<file path="config.mk">
export PLATFORM = sky130hd
export DESIGN_NAME = rotsum_engine
export DESIGN_NICKNAME = d
export VERILOG_FILES = /design/src/rtl/rotsum_pkg.sv /design/src/rtl/rotsum_ctrl.sv /design/src/rtl/rotsum_len_cnt.sv /design/src/rtl/rotsum_acc.sv /design/src/rtl/rotsum_engine.sv
export SDC_FILE = /design/constraint.sdc
export NUM_CORES = 1
export LEC_CHECK = 0
export ABC_AREA = 1
export BUFFER_PORTS_ARGS = -buffer_cell sky130_fd_sc_hd__clkbuf_2
export CORE_UTILIZATION = 55
export DETAILED_ROUTE_END_ITERATION = 7
export PLACE_DENSITY = 0.81
export SKIP_LAST_GASP = 1
export SLEW_MARGIN = 15
export SYNTH_ARGS = -nofsm -noshare
export SYNTH_HDL_FRONTEND = slang
export SYNTH_SLANG_ARGS = --single-unit
export TNS_END_PERCENT = 20
</file>
<file path="constraint.sdc">
create_clock -name clk -period 2.7 [get_ports clk]
set_clock_uncertainty 0.05 [all_clocks]
set_input_delay 0.54 -clock clk [delete_from_list [all_inputs] [get_ports clk]]
set_output_delay 0.54 -clock clk [all_outputs]
set_load 0.005 [all_outputs]
</file>
<file path="src/rtl/rotsum_pkg.sv">
package rotsum_pkg;
  typedef enum logic [1:0] {
    RS_IDLE = 2'd0,
    RS_RUN  = 2'd1,
    RS_FIN  = 2'd2
  } rs_state_e;

  localparam int unsigned RS_BYTE_W = 8;
  localparam logic [RS_BYTE_W-1:0] RS_DEFAULT_SALT = 8'h53;
endpackage

</file>
<file path="src/rtl/rotsum_ctrl.sv">
module rotsum_ctrl
  import rotsum_pkg::*;
(
  input  logic clk,
  input  logic rst_n,
  input  logic start_i,
  input  logic len_zero_i,
  input  logic take_i,
  input  logic last_i,
  output logic accept_o,
  output logic run_o,
  output logic fin_o
);
  rs_state_e state_q, state_d;

  // a start is honoured only when no bytes are owed
  assign accept_o = start_i && (state_q != RS_RUN);

  always_comb begin
    state_d = state_q;
    unique case (state_q)
      RS_IDLE: if (accept_o) state_d = len_zero_i ? RS_FIN : RS_RUN;
      RS_RUN:  if (take_i && last_i) state_d = RS_FIN;
      RS_FIN: begin
        if (accept_o) state_d = len_zero_i ? RS_FIN : RS_RUN;
        else          state_d = RS_IDLE;
      end
      default: state_d = RS_IDLE;
    endcase
  end

  always_ff @(posedge clk or negedge rst_n) begin
    if (!rst_n) state_q <= RS_IDLE;
    else        state_q <= state_d;
  end

  assign run_o = (state_q == RS_RUN);
  assign fin_o = (state_q == RS_FIN);
endmodule

</file>
<file path="src/rtl/rotsum_len_cnt.sv">
module rotsum_len_cnt #(
  parameter int unsigned LEN_W = 16
) (
  input  logic             clk,
  input  logic             rst_n,
  input  logic             load_i,
  input  logic [LEN_W-1:0] len_i,
  input  logic             dec_i,
  output logic             last_o,
  output logic             len_zero_o
);
  localparam logic [LEN_W-1:0] ONE = LEN_W'(1);

  logic [LEN_W-1:0] cnt_q, cnt_d;
  logic             cnt_en;

  assign cnt_en = load_i || dec_i;

  always_comb begin
    cnt_d = cnt_q;
    if (load_i)     cnt_d = len_i;
    else if (dec_i) cnt_d = cnt_q - ONE;
  end

  always_ff @(posedge clk or negedge rst_n) begin
    if (!rst_n)      cnt_q <= '0;
    else if (cnt_en) cnt_q <= cnt_d;
  end

  assign last_o     = (cnt_q == ONE);
  assign len_zero_o = (len_i == '0);
endmodule

</file>
<file path="src/rtl/rotsum_acc.sv">
module rotsum_acc #(
  parameter int unsigned          W    = 8,
  parameter logic [W-1:0]         SALT = 8'h53
) (
  input  logic         clk,
  input  logic         rst_n,
  input  logic         clr_i,
  input  logic         take_i,
  input  logic [W-1:0] din_i,
  output logic [W-1:0] sum_o
);
  logic [W-1:0] sum_q, sum_d, rot;
  logic         sum_en;

  // left rotate by one: bit i takes bit i-1, bit 0 takes the top bit
  for (genvar i = 0; i < W; i++) begin : g_rot
    if (i == 0) begin : g_wrap
      assign rot[i] = sum_q[W-1];
    end else begin : g_shift
      assign rot[i] = sum_q[i-1];
    end
  end

  assign sum_en = clr_i || take_i;

  always_comb begin
    sum_d = sum_q;
    if (clr_i)       sum_d = '0;
    else if (take_i) sum_d = rot ^ din_i ^ SALT;
  end

  always_ff @(posedge clk or negedge rst_n) begin
    if (!rst_n)      sum_q <= '0;
    else if (sum_en) sum_q <= sum_d;
  end

  assign sum_o = sum_q;
endmodule

</file>
<file path="src/rtl/rotsum_engine.sv">
module rotsum_engine
  import rotsum_pkg::*;
#(
  parameter int unsigned          LEN_W = 16,
  parameter logic [RS_BYTE_W-1:0] SALT  = RS_DEFAULT_SALT
) (
  input  logic                 clk,
  input  logic                 rst_n,
  input  logic                 start_i,
  input  logic [LEN_W-1:0]     len_i,
  input  logic                 byte_valid_i,
  input  logic [RS_BYTE_W-1:0] byte_i,
  output logic                 byte_ready_o,
  output logic                 busy_o,
  output logic                 done_o,
  output logic [RS_BYTE_W-1:0] sum_o
);
  logic accept, run, fin, take, last, len_zero;

  assign take = byte_valid_i && run;

  rotsum_ctrl u_ctrl (
    .clk        (clk),
    .rst_n      (rst_n),
    .start_i    (start_i),
    .len_zero_i (len_zero),
    .take_i     (take),
    .last_i     (last),
    .accept_o   (accept),
    .run_o      (run),
    .fin_o      (fin)
  );

  rotsum_len_cnt #(.LEN_W(LEN_W)) u_cnt (
    .clk        (clk),
    .rst_n      (rst_n),
    .load_i     (accept),
    .len_i      (len_i),
    .dec_i      (take),
    .last_o     (last),
    .len_zero_o (len_zero)
  );

  rotsum_acc #(.W(RS_BYTE_W), .SALT(SALT)) u_acc (
    .clk    (clk),
    .rst_n  (rst_n),
    .clr_i  (accept),
    .take_i (take),
    .din_i  (byte_i),
    .sum_o  (sum_o)
  );

  assign byte_ready_o = run;
  assign busy_o       = run;
  assign done_o       = fin;
endmodule

</file>
After elaboration in Yosys (flattened, before gate mapping)
Cells that the tools add are included.
W data, S select, Z words.
Cells by class
  divide/modulo/power cells: 0
  mux-type cells: 9
  reduce and logical (&&, ||, !) cells: 9
  shift operators: 0
  order comparisons: 0
  equality and inequality tests: 6
  $mul: 0
  bitwise gates (word level): 2
  add/subtract/negate cells: 1
Operator list (number)
  $mux W16: 2
  $eq A16 B1 Y1 const B: 1
  $logic_not A16 Y1: 1
  $mux W8: 2
  $sub A16 B1 Y16 const B: 1
  $mux W2: 4
  $xor A8 B8 Y8: 1
  $ne A2 B1 Y1 const B: 3
  $pmux W2 S3: 1
  $not A4 Y4: 1
  $reduce_and A2 Y1: 2
  $logic_and A1 B1 Y1: 3
  $eq A2 B1 Y1 const B: 1
  $eq A2 B2 Y1 const B: 1
  $logic_not A2 Y1: 1
  $reduce_bool A2 Y1: 1
  $logic_or A1 B1 Y1: 1
Storage, ports and cells
  memories kept: 0
  input port bits: 28
  bits in latches: 0
  bits in writable memories: 0
  register bits after elaboration: 26
  word-level logic and storage cells: 30
  bits in read-only memories: 0

Longest topological paths before layout
  word-level depth: 5
  gate-level depth with buffers: 9
  depth with buffers taken out: 9

Cells and area by module
Synthesis repeated with hierarchy kept, for this count alone.
Second synthesis, totals
  cell total of the unflattened synthesis: 251
  area, all modules: 1712.9 um^2
By module, submodules not included
  rotsum_len_cnt: area each 1142.3 um^2, cells an instance 162, instances 1
  rotsum_acc: area each 436.7 um^2, cells an instance 67, instances 1
  rotsum_ctrl: area each 118.9 um^2, cells an instance 19, instances 1
  rotsum_engine: area each 15.0 um^2, cells an instance 3, instances 1

Least setup slack after synthesis
Ideal clock, no wire load.
  path kind: register to register
  start: register u_cnt.cnt_q[0]
  end: register u_cnt.cnt_q[10]
  required time: 2.534 ns
  arrival: 1.172 ns
  library setup time: 0.116 ns
  cell stages (with the launch flop): 10
  clock period less this slack: 1.338 ns
  setup slack: 1.362 ns
  path through: dfrtp_1 inv_1 ha_1 nand2_1 nor2_2 nand2_1 nand2_1 nand2_1 nand2_1 nand2_1
Between the ends
  longest elaborated chain between the ends: 3
RTL lines
  start, declared: line rotsum_len_cnt.sv:14  | logic [LEN_W-1:0] cnt_q, cnt_d;
  start signal, assigned: line rotsum_len_cnt.sv:27  | else if (cnt_en) cnt_q <= cnt_d;
  $sub A16 B1 Y16: line rotsum_len_cnt.sv:22  | else if (dec_i) cnt_d = cnt_q - ONE;
  $mux W16: line rotsum_len_cnt.sv:22
  $mux W16: line rotsum_len_cnt.sv:21  | if (load_i) cnt_d = len_i;
Every way passes these cells. The select of a mux whose other input is x is not followed.
A chain may end at the register's enable or synchronous reset.

Final worst setup path
  start: register u_ctrl.state_q[0]
  end: output byte_ready_o
Between the ends
  longest elaborated chain between the ends: 1
RTL lines
  start, declared: line rotsum_ctrl.sv:14  | rs_state_e state_q, state_d;
  start signal, assigned: line rotsum_ctrl.sv:34  | else state_q <= state_d;
  $eq A2 B1 Y1: line rotsum_ctrl.sv:37  | assign run_o = (state_q == RS_RUN);
  end, declared: line rotsum_engine.sv:13  | output logic byte_ready_o,
Every way passes these cells.

==> run summary <==
The flow ran to the end, and the final reports show no timing, DRC or antenna violations. The count of boundary I/O pins is 39. The internal power of the cells totals 1.03 mW. The count of filler cells inserted in the layout came out at 294. The post-cts repair resize count is 0.

The portion of the post-synthesis area used by sequential elements is 0.375. For this block, the routed nets add up to 3620 um of wire. The worst ir drop on vdd came out at 462 uV. The number of nets produced by synthesis is 279. The power dissipated by switching net loads is 0.926 mW. The area of the core came out at 0.00303 mm2. In the layout the commonest cells are nand2_1, clkbuf_2, nor2_1. The first-pass GRT wire length is 6130 um. The detailed-routing iteration count for the pre-antenna-repair pass is 4. The largest single stage delay on the critical path is 0.41 ns. In this run the post-CTS setup repair buffer count came out at 0. The switching portion of total power came out at 0.472. The share of total power dissipated in sequential elements is 0.379.

The antenna cell count came out at 0. The post-route setup TNS came out at 0 ns. The critical setup path kind is register to output port. The number of max-slew violations in the final report came out at 0. The number of routed nets with antenna violations came out at 0. OpenSTA, run right after detailed placement, puts the worst setup slack at 1.14 ns.

The clock network fraction of total power came out at 0.101. The sequential cells in the finished layout cover a total of 651 um2. Including well taps, the total number of placed cells is 324. The library cell used most frequently in the layout, excluding fill and tap cells, is nand2_1. The initial core utilization came out at 0.574. In this design, the largest share of critical-path delay is due to flip-flops. The number of clock sinks came out at 26. The clock-pin transition on the worst setup and hold timing paths is 0.14 ns. The number of global-route vias before repair is 1464. The number of vias per cell after detailed routing came out at 4.98. Measured against its own limit, the worst slew margin works out to 0.558.

The number of warnings printed during yosys synthesis is 0. The share of total power dissipated in combinational logic is 0.520. The power density relative to cell area came out at 1000 mW/mm2. The vertical die dimension is 58.2 um.

The number of buffers added on ports came out at 38. The initial antenna violation count came out at 0. The arrival time of the worst setup path is 1.09 ns. In this run, the number of DRC markers left after iteration 0 of detailed routing was 78.

The level count of the clock H-tree came out at 1. The maximum buffer depth of the clock tree is 2. TritonCTS created 3 clock buffers. The signal on the critical path passes through inv_2 > nor2_4 > clkbuf_2. The minimum clock period after layout came out at 1.68 ns.

The total overflow reported by the global router is 0. The type of the most critical hold path is input port to asynchronous set/reset pin. Compared with the post-synthesis result, the final layout area differs by 12.8%. STA classifies the critical path endpoint as an output port. The number of hold-repair buffers added at the cts stage is 0. The final critical-path share of the clock period came out at 0.622.

The critical path required time is 2.11 ns. The synthesized netlist occupies a cell area of 0.00174 mm2. The synthesized design spends more area on one cell type than any other, namely dfrtp_1. The HPWL after detailed placement is 2690 um.

The share of synthesized area in the top cell type comes to 0.375. The post-layout instance count excluding filler cells is 328. The worst-case setup margin in the final layout is 1.02 ns. The count of vias placed by the detailed router is 1634. The number of placement rows came out at 20. STA classifies the critical path startpoint as a register. The worst path buffer plus inverter count came out at 2.

Among all stages on the critical path, the largest delay is contributed by dfrtp_1. The global placement routability congestion came out at 0.886. Of the cells placed in the final design, the portion with a size suffix greater than 1 is 0.197. The slew of the pin with the lowest slew margin came out at 0.663 ns. The count of endpoints failing setup in the final report came out at 0. The clock insertion delay at the later pin of the skew report is 0.33 ns.

The maximum clock frequency came out at 596 MHz. The post-detailed-route DRC marker count is 0. The buffer cell driving the clock tree root is clkbuf_4. Summing all multi-input logic gate instances after layout gives 911 um2. The mean instance size in the synthesized netlist is 6.97 um2.

The leakage power came out at 1.06 nW. TritonCTS built the clock tree. The number of violations of the max-capacitance limit is 0.

The maximum fanout along the worst path is 5. The post-synthesis register bit count came out at 26. Entering global routing, the biggest net connects 28 pins.

Setup repair after global routing left no endpoint under its margin. The floorplan step set the die width to 58.2 um. Synthesis instantiated 25 different standard cells from the library.

The cell count after synthesis came out at 249. For this run, the total global-route usage over all layers was measured as 0.238. The final layout contains 315 nets. In the post-synthesis netlist, the biggest area contributors are dfrtp_1, nand2_1, nand3_1.

The floorplan step defined a die boundary enclosing 0.00339 mm2. The average wire length per cell after detail routing came out at 11.0 um. The number of hold-slack violations in the final timing report is 0.
==> synth_stat cells <==
cell      instances
a21oi_1           1
nor2_4            2
or2_2             1
nor3_2            1
dfrtp_1          26
nand2_4           2
xnor2_1           5
inv_1            28
xor2_1            8
nand3_2           1
buf_2             2
nor2_1           33
nand2_2           2
o211ai_1          2
o221ai_1          2
o211ai_2          1
nand3_1          26
nand2_1          78
o21ai_1           5
buf_4             2
inv_2             3
buf_6             3
ha_1              2
o21ai_0          12
nor2_2            1
==> logic make-up after synthesis <==
| family | synth area share |
|---|---|
| simple gates | 0.367 |
| buf+inv | 0.101 |
| flops | 0.375 |
| compound gates | 0.0778 |
| xor+xnor | 0.0656 |
| fa+ha+maj | 0.0144 |
==> power groups by stage <==
stage,Sequential (mW),Clock [mW],Combinational (mW)
3_3_place_gp,0.750,0,0.992
3_5_place_dp,0.751,0,1.01
2_1_floorplan,0.719,0,0.823
5_1_grt,0.768,0.217,1.18
6_report,0.744,0.198,1.02
4_1_cts,0.741,0.206,1.02
==> metal layers <==
| metal | global-route usage | wire, um |
|---|---|---|
| met5 | 0 | 0 |
| met4 | 0.112 | 82 |
| met3 | 0.0313 | 161 |
| met2 | 0.374 | 1610 |
| met1 | 0.324 | 1770 |
==> cell type report <==
class / instances / area share
multi-input combinational: 185 / 0.465
sequential: 26 / 0.332
timing repair buffer: 38 / 0.0971
inverter: 31 / 0.0594
tap: 44 / 0.0281
clock buffer: 4 / 0.0185
==> worst paths after layout <==
path                                               start                            end  slack [ns]  cells after the start
max reg2reg                u_ctrl.state_q[0]$_DFFE_PN0P_  u_ctrl.state_q[1]$_DFFE_PN0P_        1.19                      8
min reg2reg                   u_acc.sum_o[4]$_DFFE_PN0P_     u_acc.sum_o[4]$_DFFE_PN0P_        0.52                      2
max                        u_ctrl.state_q[0]$_DFFE_PN0P_                   byte_ready_o        1.02                      3
min in group clk                                len_i[4]     u_cnt.cnt_q[4]$_DFFE_PN0P_        0.39                      3
min                                                rst_n    u_cnt.cnt_q[11]$_DFFE_PN0P_        0.16                      1
max in group asynchronous                          rst_n     u_acc.sum_o[0]$_DFFE_PN0P_        2.00                      1
==> state kept, by name, indices dropped and copies added, names as in the netlist <==
signal,count
u_ctrl.state_q,2
u_cnt.cnt_q,16
u_acc.sum_o,8
==> through the flow <==
stage	power (mW)	util	hold WS, ns	area [um2]
5_1_grt	2.17	0.647	0.189	1960
2_1_floorplan	1.54	-	0.194	1740
4_1_cts	1.97	0.647	0.168	1960
6_report	1.96	0.647	0.156	1960
3_5_place_dp	1.76	0.635	0.496	1920
3_3_place_gp	1.74	0.635	0.490	1920
(Power assumes the default switching activity.)
